## config.mk

```make
export PLATFORM = sky130hd
export DESIGN_NAME = cal_alarm_top
export DESIGN_NICKNAME = d
export VERILOG_FILES = /design/src/rtl/cal_alarm_pkg.sv /design/src/rtl/cal_alarm_field.sv /design/src/rtl/cal_alarm_seq.sv /design/src/rtl/cal_alarm_top.sv
export SDC_FILE = /design/constraint.sdc
export NUM_CORES = 1
export LEC_CHECK = 0
export ABC_AREA = 0
export CAP_MARGIN = 10
export CORE_UTILIZATION = 32
export DETAILED_ROUTE_END_ITERATION = 10
export DONT_BUFFER_PORTS = 1
export GPL_ROUTABILITY_DRIVEN = 0
export GPL_TIMING_DRIVEN = 0
export SLEW_MARGIN = 20
export SYNTH_ARGS = -nofsm -noshare
export SYNTH_HDL_FRONTEND = slang
export SYNTH_HIERARCHICAL = 1
export SYNTH_SLANG_ARGS = --single-unit
export TNS_END_PERCENT = 1
```

## constraint.sdc

```tcl
create_clock -name clk -period 3 [get_ports clk]
set_clock_uncertainty 0.15 [all_clocks]
set_input_delay 0.3 -clock clk [delete_from_list [all_inputs] [get_ports clk]]
set_output_delay 0.3 -clock clk [all_outputs]
set_load 0.01 [all_outputs]
```

## src/rtl/cal_alarm_pkg.sv

```systemverilog
package cal_alarm_pkg;
    localparam int NUM_FIELDS  = 6;
    localparam int DATA_W      = 12;
    localparam int ADDR_W      = 3;
    localparam int CMP_W       = 12;
    localparam int GLOBAL_BIT  = 6;
    localparam int CTRL_W      = GLOBAL_BIT + 1;
    localparam int PEND_BIT    = 1;
    localparam logic [ADDR_W-1:0] A_CTRL   = 3'd0;
    localparam logic [ADDR_W-1:0] A_STATUS = 3'd7;

    typedef enum logic [1:0] {ST_IDLE, ST_EVAL, ST_RAISED} alm_state_e;

    // stored width of each alarm field, index 0 = seconds .. 5 = year
    function automatic int field_width(input int idx);
        case (idx)
            0, 1:    return 7;
            2, 3:    return 6;
            4:       return 5;
            default: return 12;
        endcase
    endfunction
endpackage

```

## src/rtl/cal_alarm_field.sv

```systemverilog
module cal_alarm_field #(
    parameter int W     = 7,
    parameter int CMP_W = 12
) (
    input  logic             clk,
    input  logic             rst_n,
    input  logic             wr_sel,
    input  logic [W-1:0]     wr_val,
    input  logic [CMP_W-1:0] cur_val,
    output logic [CMP_W-1:0] stored,
    output logic             hit
);
    logic [W-1:0] val_q;

    always_ff @(posedge clk or negedge rst_n) begin
        if (!rst_n)      val_q <= '0;
        else if (wr_sel) val_q <= wr_val;
    end

    always_comb begin
        stored = CMP_W'(val_q);
        hit    = (cur_val == stored);
    end

    assert_field_mask_R6: assert property (@(posedge clk) disable iff (!rst_n)
        wr_sel |=> (stored == CMP_W'($past(wr_val))));
endmodule

```

## src/rtl/cal_alarm_seq.sv

```systemverilog
module cal_alarm_seq
    import cal_alarm_pkg::*;
(
    input  logic clk,
    input  logic rst_n,
    input  logic sec_tick,
    input  logic global_en,
    input  logic any_hit,
    input  logic clr_req,
    output logic pending
);
    alm_state_e state, nxt;

    always_comb begin
        nxt = state;
        unique case (state)
            ST_IDLE:   if (sec_tick) nxt = ST_EVAL;
            ST_EVAL: begin
                if (global_en && any_hit) nxt = ST_RAISED;
                else if (sec_tick)        nxt = ST_EVAL;
                else                      nxt = ST_IDLE;
            end
            ST_RAISED: if (clr_req) nxt = sec_tick ? ST_EVAL : ST_IDLE;
            default:   nxt = ST_IDLE;
        endcase
    end

    always_ff @(posedge clk or negedge rst_n) begin
        if (!rst_n) state <= ST_IDLE;
        else        state <= nxt;
    end

    always_comb pending = (state == ST_RAISED);

    assert_eval_after_tick_R5: assert property (@(posedge clk) disable iff (!rst_n)
        (state == ST_EVAL) |-> $past(sec_tick));
    assert_rise_gated_R2: assert property (@(posedge clk) disable iff (!rst_n)
        $rose(pending) |-> $past(global_en && any_hit));
    assert_fall_on_clear_R9: assert property (@(posedge clk) disable iff (!rst_n)
        $fell(pending) |-> $past(clr_req));
endmodule

```

## src/rtl/cal_alarm_top.sv

```systemverilog
module cal_alarm_top
    import cal_alarm_pkg::*;
(
    input  logic              clk,
    input  logic              rst_n,
    input  logic              sec_tick,
    input  logic [7:0]        cur_sec,
    input  logic [7:0]        cur_min,
    input  logic [7:0]        cur_hour,
    input  logic [7:0]        cur_day,
    input  logic [7:0]        cur_mon,
    input  logic [11:0]       cur_year,
    input  logic              wr_en,
    input  logic [ADDR_W-1:0] wr_addr,
    input  logic [DATA_W-1:0] wr_data,
    input  logic [ADDR_W-1:0] rd_addr,
    output logic [DATA_W-1:0] rd_data,
    output logic              alarm_irq
);
    logic [CTRL_W-1:0]                 ctrl_q;
    logic [NUM_FIELDS-1:0][CMP_W-1:0]  cur_vec;
    logic [NUM_FIELDS-1:0][CMP_W-1:0]  fld_val;
    logic [NUM_FIELDS-1:0]             hit_vec;
    logic                              any_hit, clr_req, pending;

    always_comb begin
        cur_vec[0] = CMP_W'(cur_sec);
        cur_vec[1] = CMP_W'(cur_min);
        cur_vec[2] = CMP_W'(cur_hour);
        cur_vec[3] = CMP_W'(cur_day);
        cur_vec[4] = CMP_W'(cur_mon);
        cur_vec[5] = CMP_W'(cur_year);
    end

    always_ff @(posedge clk or negedge rst_n) begin
        if (!rst_n)                           ctrl_q <= '0;
        else if (wr_en && wr_addr == A_CTRL)  ctrl_q <= wr_data[CTRL_W-1:0];
    end

    for (genvar g = 0; g < NUM_FIELDS; g++) begin : g_fld
        localparam int W = field_width(g);
        cal_alarm_field #(.W(W), .CMP_W(CMP_W)) u_fld (
            .clk     (clk),
            .rst_n   (rst_n),
            .wr_sel  (wr_en && (wr_addr == ADDR_W'(g + 1))),
            .wr_val  (wr_data[W-1:0]),
            .cur_val (cur_vec[g]),
            .stored  (fld_val[g]),
            .hit     (hit_vec[g])
        );
    end

    always_comb begin
        any_hit = |(hit_vec & ctrl_q[NUM_FIELDS-1:0]);
        clr_req = wr_en && (wr_addr == A_STATUS) && wr_data[PEND_BIT];
    end

    cal_alarm_seq u_seq (
        .clk       (clk),
        .rst_n     (rst_n),
        .sec_tick  (sec_tick),
        .global_en (ctrl_q[GLOBAL_BIT]),
        .any_hit   (any_hit),
        .clr_req   (clr_req),
        .pending   (pending)
    );

    always_comb begin
        alarm_irq = pending;
        rd_data   = '0;
        if (rd_addr == A_CTRL)        rd_data = DATA_W'(ctrl_q);
        else if (rd_addr == A_STATUS) rd_data[PEND_BIT] = pending;
        else                          rd_data = fld_val[rd_addr - 1'b1];
    end

    assert_rise_needs_enabled_hit_R3: assert property (@(posedge clk) disable iff (!rst_n)
        $rose(alarm_irq) |-> $past(ctrl_q[GLOBAL_BIT] && (|(ctrl_q[NUM_FIELDS-1:0] & hit_vec))));
endmodule

```

Word-level counts from Yosys, hierarchy flattened

Index checks and enable logic that the tools add are counted.
Widths: inputs -> output; s select.

Bits in registers: 52
Input bits: 74

$add $sub $neg: 1
$lt $le $gt $ge: 1
Eq/ne operators: 18
Mux-type cells: 11
Bitwise gates (word level): 1
Reductions and logical operators: 15

Operators with widths:

| cell                | count |
|---|---|
| $bmux 12 s3         | 1 |
| $mux 12             | 2 |
| $eq 8x6->1          | 2 |
| $eq 8x7->1          | 2 |
| $eq 3x3->1 const B  | 5 |
| $eq 12x12->1        | 1 |
| $logic_and 1x1->1   | 10 |
| $mux 10             | 1 |
| $eq 8x5->1          | 1 |
| $and 6x6->6         | 1 |
| $eq 3x2->1 const B  | 2 |
| $logic_not 3->1     | 2 |
| $mux 2              | 3 |
| $pmux 2 s3          | 1 |
| $reduce_or 6->1     | 1 |
| $lt 3x4->1 const B  | 1 |
| $ne 2x2->1 const B  | 2 |
| $eq 3x1->1 const B  | 1 |
| $mux 1              | 3 |
| $sub 3x1->3 const B | 1 |
| $eq 2x1->1 const B  | 1 |
| $eq 2x2->1 const B  | 1 |
| $logic_not 2->1     | 1 |
| $reduce_and 2->1    | 1 |

Depth between registers and ports, before layout

Gate-level depths: netlist of run 1.

Word-level depth: 6
Mapped depth: 9

Hierarchy

Netlist of run 1, hierarchy kept.

Modules (own cells, without submodules):

| module                                | instances | cells an instance | area an instance (µm²) | seq. area each (µm²) |
|---|---|---|---|---|
| cal_alarm_top                         | 1         | 109               | 1107.3                 | 175.2 |
| cal_alarm_field at g_fld[0].u_fld ... | 2         | 33                | 394.1                  | 175.2 |
| cal_alarm_field at g_fld[2].u_fld ... | 2         | 31                | 356.6                  | 150.1 |
| cal_alarm_field at g_fld[5].u_fld     | 1         | 41                | 618.1                  | 300.3 |
| cal_alarm_field at g_fld[4].u_fld     | 1         | 27                | 322.8                  | 125.1 |
| cal_alarm_seq                         | 1         | 10                | 98.8                   | 50.0 |

Worst setup path before layout of run 1

OpenSTA, ideal clock, no wires.

Path kind: input port to output port
From: input port rd_addr[0]
To: output port rd_data[5]
Arrival: 1.883 ns
Slack: 0.667 ns
Cell stages on the path: 9
Path buffers: 4
Cells stage by stage: buf_6 buf_12 buf_4 inv_1 ha_1 buf_2 mux4_2 o21ai_0 o211ai_1

Word-level cells in the longest chain between the ends: 5

Ends and longest elaborated chain:

| what                          | line                | text |
|---|---|---|
| start: declaration            | cal_alarm_top.sv:16 | `input logic [ADDR_W-1:0] rd_addr,` |
| $sub 3x1->3                   | cal_alarm_top.sv:73 | `else rd_data = fld_val[rd_addr - 1'b1];` |
| $bmux 12 s3                   | cal_alarm_top.sv:73 |  |
| $mux 12 (implied by the code) | cal_alarm_top.sv:73 |  |
| $mux 10                       | cal_alarm_top.sv:72 | `else if (rd_addr == A_STATUS) rd_data[PEND_BIT] = pending;` |
| $mux 12 *                     | cal_alarm_top.sv:71 | `if (rd_addr == A_CTRL) rd_data = DATA_W'(ctrl_q);` |
| end: declaration              | cal_alarm_top.sv:17 | `output logic [DATA_W-1:0] rd_data,` |

Every way passes the cells marked *; elsewhere a longest branch is shown, timed or not. The select of a mux whose other input is x is not followed.

Worst setup path after layout of run 1

From: input port rd_addr[0]
To: output port rd_data[3]

The elaborated chain is that of the path after synthesis.

==> results of run 1 <==
-- power groups by stage --
stage | Sequential [mW] | Clock [mW] | Combinational, mW
CTS | 1.01 | 0.573 | 0.599
floorplan | 0.964 | 0 | 0.493
detailed placement | 1.02 | 0 | 0.570
global placement | 1.01 | 0 | 0.558
finish | 1.00 | 0.561 | 0.606
global route | 1.03 | 0.606 | 0.662
-- state kept, by name, indices dropped and copies added, names as in the netlist --
| register | count |
|---|---|
| g_fld.u_fld/stored | 12 |
| u_seq/state | 2 |
| ctrl_q | 7 |
| g_fld.u_fld/val_q | 31 |
-- stage by stage --
| step | utilization [%] | instances | area [um^2] |
|---|---|---|---|
| floorplan | - | 358 | 3810 |
| global placement | 36.28 | 498 | 3985 |
| detailed placement | 36.28 | 498 | 3985 |
| CTS | 38.30 | 512 | 4207 |
| global route | 39.12 | 521 | 4297 |
| finish | 39.12 | 521 | 4297 |
-- how the worst min path moves through the flow --
stage / cells after the start / start / endpoint / slack [ns]
after CTS: 1 / wr_data[9] / g_fld[5].u_fld/stored[9] / 0.0008
after global routing: 1 / wr_data[2] / g_fld[1].u_fld/val_q[2] / 0.001
final: 1 / wr_data[7] / g_fld[5].u_fld/stored[7] / 0.008
after detailed placement: 0 / rst_n / g_fld[2].u_fld/val_q[1] / -0.14
after global placement: 0 / rst_n / g_fld[3].u_fld/val_q[1] / -0.14
after floorplan: 0 / rst_n / ctrl_q[0] / -0.15
-- final cells by class --
type                       count  area (um^2)  area share (%)
sequential                    52         1301           30.29
timing repair buffer          15        167.7           3.902
tap                          140        175.2           4.077
clock buffer                   5        125.1           2.912
buffer                        41        304.0           7.076
inverter                       4        15.01          0.3494
clock inverter                 3        18.77          0.4368
multi-input combinational    261         2190           50.96
-- critical path: cells and delay by family --
family	cells	cell delay, ns
buffers and inverters	5	0.92
adder cells (fa/ha/maj)	1	0.40
multiplexers	1	0.37
AO/OA/AOI/OAI	2	0.29
-- layer usage --
metal  vias to the layer above  global-route usage, %  part of all wire [%]
met5                         -                      0                     0
met4                         0                  4.730                   3.0
met3                        18                  3.347                   5.9
met2                        78                  28.03                    48
met1                      1230                  21.33                    43
li1                       1188                      -                     -
-- cells by family after synthesis --
family | after synthesis
AND/OR/NAND/NOR | 61
XOR/XNOR | 43
other | 6
adder cells (fa/ha/maj) | 3
multiplexers | 74
AO/OA/AOI/OAI | 31
flip-flops | 52
buffers and inverters | 45
-- placed cells by master (no fill, tap or decap), drive strengths merged --
| master | n |
|---|---|
| xor2 | 7 |
| dfrtp | 52 |
| nor2b | 4 |
| o22ai | 1 |
| o221ai | 1 |
| nor2 | 13 |
| inv | 4 |
| nand3b | 1 |
| o2111a | 1 |
| o211ai | 7 |
| and3b | 1 |
| nand2b | 6 |
| a22oi | 3 |
| dlygate4sd3 | 14 |
| nand4 | 10 |
| xnor2 | 36 |
| mux2i | 12 |
| ha | 3 |
| o21ai | 17 |
| a32o | 1 |
| clkbuf | 8 |
| clkinv | 3 |
| nand3 | 4 |
| buf | 39 |
| nor4 | 6 |
| nand2 | 9 |
| conb | 49 |
| mux2 | 50 |
| nor3 | 7 |
| mux4 | 12 |
==> results.json, run 1 <==
{
  "grt-ovfl-total": 0,
  "critPathLaunchType": "input port",
  "synthSimpleGateAreaFrac_pct": 10.32,
  "cp.required_ns": 2.55,
  "dr.pass1.iters": 4,
  "post-cts-setup-buffers": 0,
  "syn_inst": 315,
  "nets": 457,
  "die_w_um": 108.8,
  "synthMuxAreaShare_pct": 27.67,
  "hold_class": "input port to flop",
  "fmax_mhz": 365.4,
  "grt_pass1_wl_um": 14270,
  "p_int_mw": 1.526,
  "synthFlopType": "dfrtp_1",
  "yosysMostFrequentCell": "dfrtp_1",
  "critPathKind": "input port to output port",
  "cts_hold_buf": 6,
  "drc": 0,
  "r2r_start": "g_fld[3].u_fld/val_q[5]",
  "grt_use_total_pct": 16.55,
  "rrSetupSlack_ns": 1.17,
  "antenna_found_initial": 0,
  "cts_resized": 0,
  "ys_warn_count": 6,
  "cap_violations": 0,
  "cts_tree": "done",
  "cpMaxStageDelayCell": "ha_1",
  "finalCritPeriodShare_pct": 91.23,
  "status": "complete, no violations",
  "die_height_um": 108.8,
  "synth_top_area_share_pct": 35.67,
  "grt_start_max_net_pins": 53,
  "wl_um": 9315,
  "portBuffers": 0,
  "first_global_vias": 2600,
  "end_kind": "output port",
  "synth-async-reset-ratio_pct": 100.0,
  "syn_avg_cell_area_um2": 11.58,
  "synth.area.top_cells": "dfrtp_1 36%, mux2_2 11%, xnor2_1 8.6%, buf_4 6.2%, mux4_2 4.3%",
  "pwr-share-seq_pct": 46.2,
  "synth_top_family_by_area": "multiplexers",
  "grt_setup_unrepaired": "false",
  "synth_top_cell_by_area": "dfrtp_1",
  "post-dp-hpwl_um": 7201,
  "synthAdderAreaFrac_pct": 1.029,
  "numCtsBuffers": 5,
  "p_switching_mw": 0.6458,
  "path_cells": "buf_6 -> buf_12 -> buf_4 -> inv_1 -> ha_1 -> buf_2 -> mux4_1 -> o21ai_0 -> o211ai_1",
  "p_comb_share_pct": 27.9,
  "timing.rr.end": "u_seq/state[0]",
  "clk_pin_slew_worst_paths_ns": 0.07,
  "synth-xor-area-share_pct": 10.32,
  "reg2reg_depth": 7,
  "drive_above_1_share_pct": 29.13,
  "synth_compound_area_share_pct": 5.624,
  "layout_setup_ws_ns": 0.2630,
  "cts-root-buf": "clkbuf_16",
  "crit_arrival_ns": 2.29,
  "fp.coreArea_um2": 10980,
  "ir_drop_v": 0.0002323,
  "antenna_cells": 0,
  "final_antenna_net_count": 0,
  "hold_slack_ns": 0.008248,
  "drv_slew": 0,
  "cts_htree_levels": 2,
  "die_area_um2": 11830,
  "p_clk_share_pct": 25.9,
  "syn-cell-area_um2": 3648,
  "max_slew_margin_pct": 56.60,
  "yosysSeqAreaShare_pct": 35.67,
  "syn2layout_area_growth_pct": 17.76,
  "insertion_delay_ns": 0.29,
  "rows": 38,
  "critPathLaunch": "rd_addr[0]",
  "fill_cells": 1071,
  "ys_ff_latch": 52,
  "drt-wirelength-per-cell_um": 17.88,
  "total_power_mw": 2.172,
  "cts_buffer_depth": 2,
  "leakage_nw": 1.814,
  "switching_share_pct": 29.74,
  "power.density_nw_per_um2": 505.5,
  "viasPerCell": 4.825,
  "pre_cts_slack_ns": 0.2360,
  "initial_core_util_pct": 33.22,
  "boundaryPins": 87,
  "drt_iter0_drc": 191,
  "clock_sinks": 52,
  "cp_max_fo": 10,
  "fin_setup_tns_ns": 0,
  "fin_crit_ns": 2.737,
  "synth.distinct_cells": 39,
  "worstSetupEndpoint": "rd_data[3]",
  "vias": 2514,
  "setup_viol": 0,
  "worst_pin_slew_ns": 0.6475,
  "hold_viol": 0,
  "synth_edf_count": 0,
  "cp_slowest_stage_delay_ns": 0.40,
  "synth_common_cells": "52 x dfrtp_1, 36 x xnor2_1, 35 x mux2_2, 30 x buf_4, 13 x nor2_1"
}
Note: power is estimated with default switching activity, not from simulation.
==> inputs of run 2 (changes only) <==
==> constraint.sdc (replaced) <==
create_clock -name clk -period 3 [get_ports clk]
set_clock_uncertainty 0.15 [all_clocks]
set_input_delay 0.3 -clock clk [delete_from_list [all_inputs] [get_ports clk]]
set_output_delay 0.3 -clock clk [all_outputs]
set_load 0.05 [all_outputs]
==> results.json, run 2 (same netlist as run 1, synthesis figures left out) <==
{
  "status": "complete, no violations",
  "grt_setup_unrepaired": "false",
  "whs_endpoint": "g_fld[5].u_fld/stored[7]",
  "clk_pin_slew_worst_paths_ns": 0.07,
  "pwr-share-seq_pct": 44.2,
  "regArea_um2": 1301,
  "antenna_found_initial": 0,
  "hold_class": "input port to flop",
  "boundaryPins": 87,
  "postLayoutCoreUtil_pct": 39.10,
  "critPathKind": "input port to output port",
  "max_slew_margin_pct": 22.02,
  "place_area_um2": 3985,
  "cp_slowest_stage_delay_ns": 0.94,
  "initial_core_util_pct": 33.22,
  "cp.required_ns": 2.55,
  "drt-wirelength-per-cell_um": 17.82,
  "cpMaxStageDelayCell": "o211ai_1",
  "post-dp-hpwl_um": 7201,
  "dr.pass1.iters": 4,
  "portBuffers": 0,
  "path_buf_inv": 4,
  "power.density_nw_per_um2": 528.3,
  "wl_um": 9267,
  "crit_arrival_ns": 2.42,
  "p_int_mw": 1.526,
  "fin_area_um2": 4294,
  "cts-root-buf": "clkbuf_16",
  "hold_viol": 0,
  "die_area_um2": 11830,
  "end_kind": "output port",
  "die_height_um": 108.8,
  "first_global_vias": 2595,
  "grt_start_max_net_pins": 53,
  "leakage_nw": 1.816,
  "reg2reg_depth": 7,
  "insertion_delay_ns": 0.29,
  "fill_cells": 1069,
  "crit_top_cell": "o211ai_1",
  "largest_reg_flops": 31,
  "path_cells": "buf_6 -> buf_12 -> inv_1 -> ha_1 -> o211ai_1 -> clkbuf_4 -> o211ai_1",
  "r2r_start": "g_fld[3].u_fld/val_q[5]",
  "grt-ovfl-total": 0,
  "die_w_um": 108.8,
  "fmax_mhz": 348.2,
  "critPathLaunchType": "input port",
  "vias": 2502,
  "clock_sinks": 52,
  "final_common_cell": "dfrtp_1",
  "p_clk_share_pct": 25.0,
  "drt_iter0_drc": 189,
  "nets": 456,
  "drive_above_1_share_pct": 29.47,
  "syn2layout_area_growth_pct": 17.70,
  "rows": 38,
  "switching_share_pct": 32.73,
  "layout_common_cells": "52 x dfrtp_1, 49 x conb_1, 36 x xnor2_1",
  "cts_buffer_depth": 2,
  "rrSetupSlack_ns": 1.20,
  "cts_htree_levels": 2,
  "min_from": "wr_data[7]",
  "fin_crit_ns": 2.872,
  "whs_path_depth": 1,
  "cap_violations": 0,
  "p_comb_share_pct": 30.8,
  "final_antenna_net_count": 0,
  "multi_input_area_um2": 2190,
  "viasPerCell": 4.812,
  "fp.coreArea_um2": 10980,
  "antenna_cells": 0,
  "worst_pin_slew_ns": 1.165,
  "finalCritPeriodShare_pct": 95.73,
  "top_register": "g_fld.u_fld/val_q",
  "crit_family": "compound AO/OA/AOI/OAI gates",
  "grt_use_total_pct": 16.35,
  "drc": 0,
  "setup_viol": 0,
  "p_switching_mw": 0.7425,
  "cp_max_fo": 19,
  "ir_drop_v": 0.0002327,
  "drv_slew": 0,
  "total_power_mw": 2.269,
  "grt_pass1_wl_um": 14140,
  "timing.rr.end": "u_seq/state[0]",
  "post-cts-setup-buffers": 0,
  "numCtsBuffers": 5,
  "cts_tree": "done"
}
-- run 2: through the flow --
step | setup TNS (ns) | cells | hold WS, ns | setup WS [ns]
floorplan | 0 | 358 | -0.1456 | 0.1733
global placement | -1.209 | 498 | -0.1434 | -0.2182
detailed placement | -1.884 | 498 | -0.1438 | -0.2921
CTS | 0 | 511 | 0.0008236 | 0.06762
global route | 0 | 520 | 0.001476 | 0.01820
finish | 0 | 520 | 0.004955 | 0.1280
-- run 2: worst max path at each step --
stage                    start    endpoint  cells after the start  slack (ns)
floorplan           rd_addr[0]  rd_data[2]                      9        0.17
global placement    rd_addr[0]  rd_data[5]                      9       -0.22
detailed placement  rd_addr[0]  rd_data[5]                      9       -0.29
CTS                 rd_addr[0]  rd_data[5]                      8        0.07
global route        rd_addr[0]  rd_data[5]                      8        0.02
finish              rd_addr[0]  rd_data[5]                      7        0.13
-- run 2: routing by layer --
metal	part of all wire, %	GRT usage [%]	wire length, um
met5	0	0	0
met3	5.9	3.347	550
met2	48	27.80	4452
met1	43	20.91	4020
met4	2.6	4.730	244
-- run 2: what timing repair did --
item | in CTS | in global routing
resized for setup | 2 | 3
setup endpoints to repair | 9 | 4
endpoints found under the hold margin | 56 | 9
pin swaps | 1 | 2
hold buffers | 6 | 9
-- run 2: power groups by stage --
stage	Combinational (mW)	Sequential, mW	Clock [mW]
after CTS	0.691	1.01	0.573
after floorplan	0.587	0.964	0
final	0.699	1.00	0.566
after detailed placement	0.664	1.02	0
after global routing	0.755	1.03	0.606
after global placement	0.652	1.01	0
-- run 2: layout make-up --
type,instances,share of cell area [%]
clock inverter,3,0.4371
timing repair buffer,15,3.904
buffer,40,7.022
multi-input combinational,261,50.99
sequential,52,30.30
clock buffer,5,2.914
tap,140,4.079
inverter,4,0.3497
==> inputs of run 3 (changes only) <==
--- a/config.mk
+++ b/config.mk
@@ -12,6 +12,7 @@
 export DONT_BUFFER_PORTS = 1
 export GPL_ROUTABILITY_DRIVEN = 0
 export GPL_TIMING_DRIVEN = 0
+export SETUP_SLACK_MARGIN = 0.3
 export SLEW_MARGIN = 20
 export SYNTH_ARGS = -nofsm -noshare
 export SYNTH_HDL_FRONTEND = slang
==> results.json, run 3 (same netlist as run 1, synthesis figures left out) <==
{
  "status": "finished with violations",
  "violations": "hold timing",
  "fp.coreArea_um2": 10980,
  "crit_arrival_ns": 2.21,
  "crit_family": "compound AO/OA/AOI/OAI gates",
  "cts_buffer_depth": 2,
  "max_slew_margin_pct": 22.77,
  "syn2layout_area_growth_pct": 22.33,
  "critPathKind": "input port to output port",
  "clock_sinks": 52,
  "grt_setup_unrepaired": "false",
  "crit_top_cell": "buf_12",
  "cp_max_fo": 5,
  "cap_violations": 0,
  "nets": 468,
  "final_common_cell": "dfrtp_1",
  "leakage_nw": 1.886,
  "wl_um": 9582,
  "ir_drop_v": 0.0003113,
  "rows": 38,
  "fin_crit_ns": 2.663,
  "end_kind": "output port",
  "drive_above_1_share_pct": 32.65,
  "portBuffers": 0,
  "drv_slew": 0,
  "antenna_found_initial": 0,
  "post-dp-hpwl_um": 6912,
  "setup_viol": 0,
  "die_w_um": 108.8,
  "finalCritPeriodShare_pct": 88.77,
  "cp.required_ns": 2.55,
  "grt_use_total_pct": 16.52,
  "cpMaxStageDelayCell": "o211ai_1",
  "layout_common_cells": "52 x dfrtp_1, 49 x conb_1, 39 x buf_4",
  "grt_pass1_wl_um": 14060,
  "fmax_mhz": 375.5,
  "hold_class": "input port to flop",
  "antenna_cells": 0,
  "grt-ovfl-total": 0,
  "drc": 0,
  "grt_start_max_net_pins": 53,
  "worst_pin_slew_ns": 1.153,
  "fin_area_um2": 4463,
  "hold_slack_ns": -0.001470,
  "initial_core_util_pct": 33.22,
  "dr.pass1.iters": 6,
  "die_area_um2": 11830,
  "place_area_um2": 3993,
  "hold_viol": 2,
  "top_register": "g_fld.u_fld/val_q",
  "first_global_vias": 2545,
  "vias": 2554,
  "drt_iter0_drc": 91,
  "die_height_um": 108.8,
  "boundaryPins": 87,
  "fin_setup_tns_ns": 0,
  "viasPerCell": 4.801,
  "cts_tree": "done",
  "clk_pin_slew_worst_paths_ns": 0.08,
  "final_antenna_net_count": 0,
  "cp_slowest_stage_delay_ns": 0.91,
  "drt-wirelength-per-cell_um": 18.01,
  "path_buf_inv": 5,
  "insertion_delay_ns": 0.30,
  "fill_cells": 1062,
  "numCtsBuffers": 5,
  "largest_reg_flops": 31,
  "critPathLaunchType": "input port",
  "power.density_nw_per_um2": 520.9,
  "cts_htree_levels": 2,
  "cts-root-buf": "clkbuf_16",
  "path_cells": "buf_12 -> buf_12 -> buf_12 -> inv_2 -> ha_4 -> o21ai_2 -> o211ai_1 -> clkbuf_8 -> o211ai_1"
}
run 3: cell count changes in the layout (fill, tap and decap cells not counted), sizes merged:
cell and delta:
buf +11, clkbuf +1, clkinv -2, clkinvlp +1, dlygate4sd3 +1
run 3: worst reg2reg max path: stages (launching register included):
cell	delay (ns)
dfrtp_1	0.41
xnor2_1	0.20
nand3_1	0.13
nor4_2	0.26
a22oi_1	0.13
nand3_1	0.10
nand2_1	0.09
a32o_1	0.21
run 3: metal layers:
layer / track usage, % / part of all wire [%] / up-vias / routed length [um]
met5: 0 / 0 / - / 0
li1: - / - / 1216 / -
met4: 4.537 / 0.92 / 0 / 88
met2: 29.16 / 50 / 83 / 4837
met1: 19.36 / 42 / 1249 / 4015
met3: 4.901 / 6.7 / 6 / 641
run 3: repair_timing:
item	in CTS	in global routing
resized for setup	10	4
pin swaps	1	3
setup buffers	2	7
endpoints found under the setup margin	11	8
hold buffers	10	6
hold endpoints to repair	76	7
run 3: path summary, 6_finish.rpt:
| check | cells past startpoint | slack, ns | from | end |
|---|---|---|---|---|
| hold reg to reg | 1 | 0.38 | u_seq/state[0] | u_seq/state[1] |
| hold / removal | 1 | -0.001 | wr_data[4] | g_fld[1].u_fld/val_q[4] |
| setup / recovery | 9 | 0.34 | rd_addr[0] | rd_data[2] |
| setup reg to reg | 7 | 1.23 | g_fld[0].u_fld/val_q[6] | u_seq/state[0] |
| max in group asynchronous | 2 | 2.09 | rst_n | g_fld[4].u_fld/val_q[0] |
| min in group asynchronous | 2 | 0.35 | rst_n | g_fld[3].u_fld/val_q[1] |
run 3: cell type report:
class                   count  area (um^2)  area share, %
plain buffers              41        340.3          7.625
well taps                 140        175.2          3.925
inverters                   4        15.01         0.3364
clock buffers               6        128.9          2.888
repair buffers             26        265.3          5.943
multi-input cells         261         2221          49.76
clock inverters             2        16.27         0.3645
flip-flops and latches     52         1301          29.16
run 3: report_power, final:
| group | switching, mW | internal, mW | leakage, nW | total, mW |
|---|---|---|---|---|
| registers | 0.161 | 0.851 | 0.625 | 1.01 |
| clock network | 0.270 | 0.312 | 0.0671 | 0.582 |
| logic | 0.340 | 0.391 | 1.19 | 0.731 |
| total | 0.771 | 1.55 | 1.89 | 2.33 |
run 3: stage by stage:
step / hold slack (ns) / std cells / setup slack (ns) / utilization, % / total power, mW
floorplan: -0.1456 / 358 / 0.3313 / - / 1.552
global route: 0.0008303 / 532 / 0.2541 / 40.64 / 2.439
CTS: 0.0005627 / 518 / 0.2336 / 39.37 / 2.313
global placement: -0.1435 / 498 / 0.01277 / 36.35 / 1.668
detailed placement: -0.1436 / 498 / -0.008739 / 36.35 / 1.686
finish: -0.001470 / 532 / 0.3369 / 40.64 / 2.325
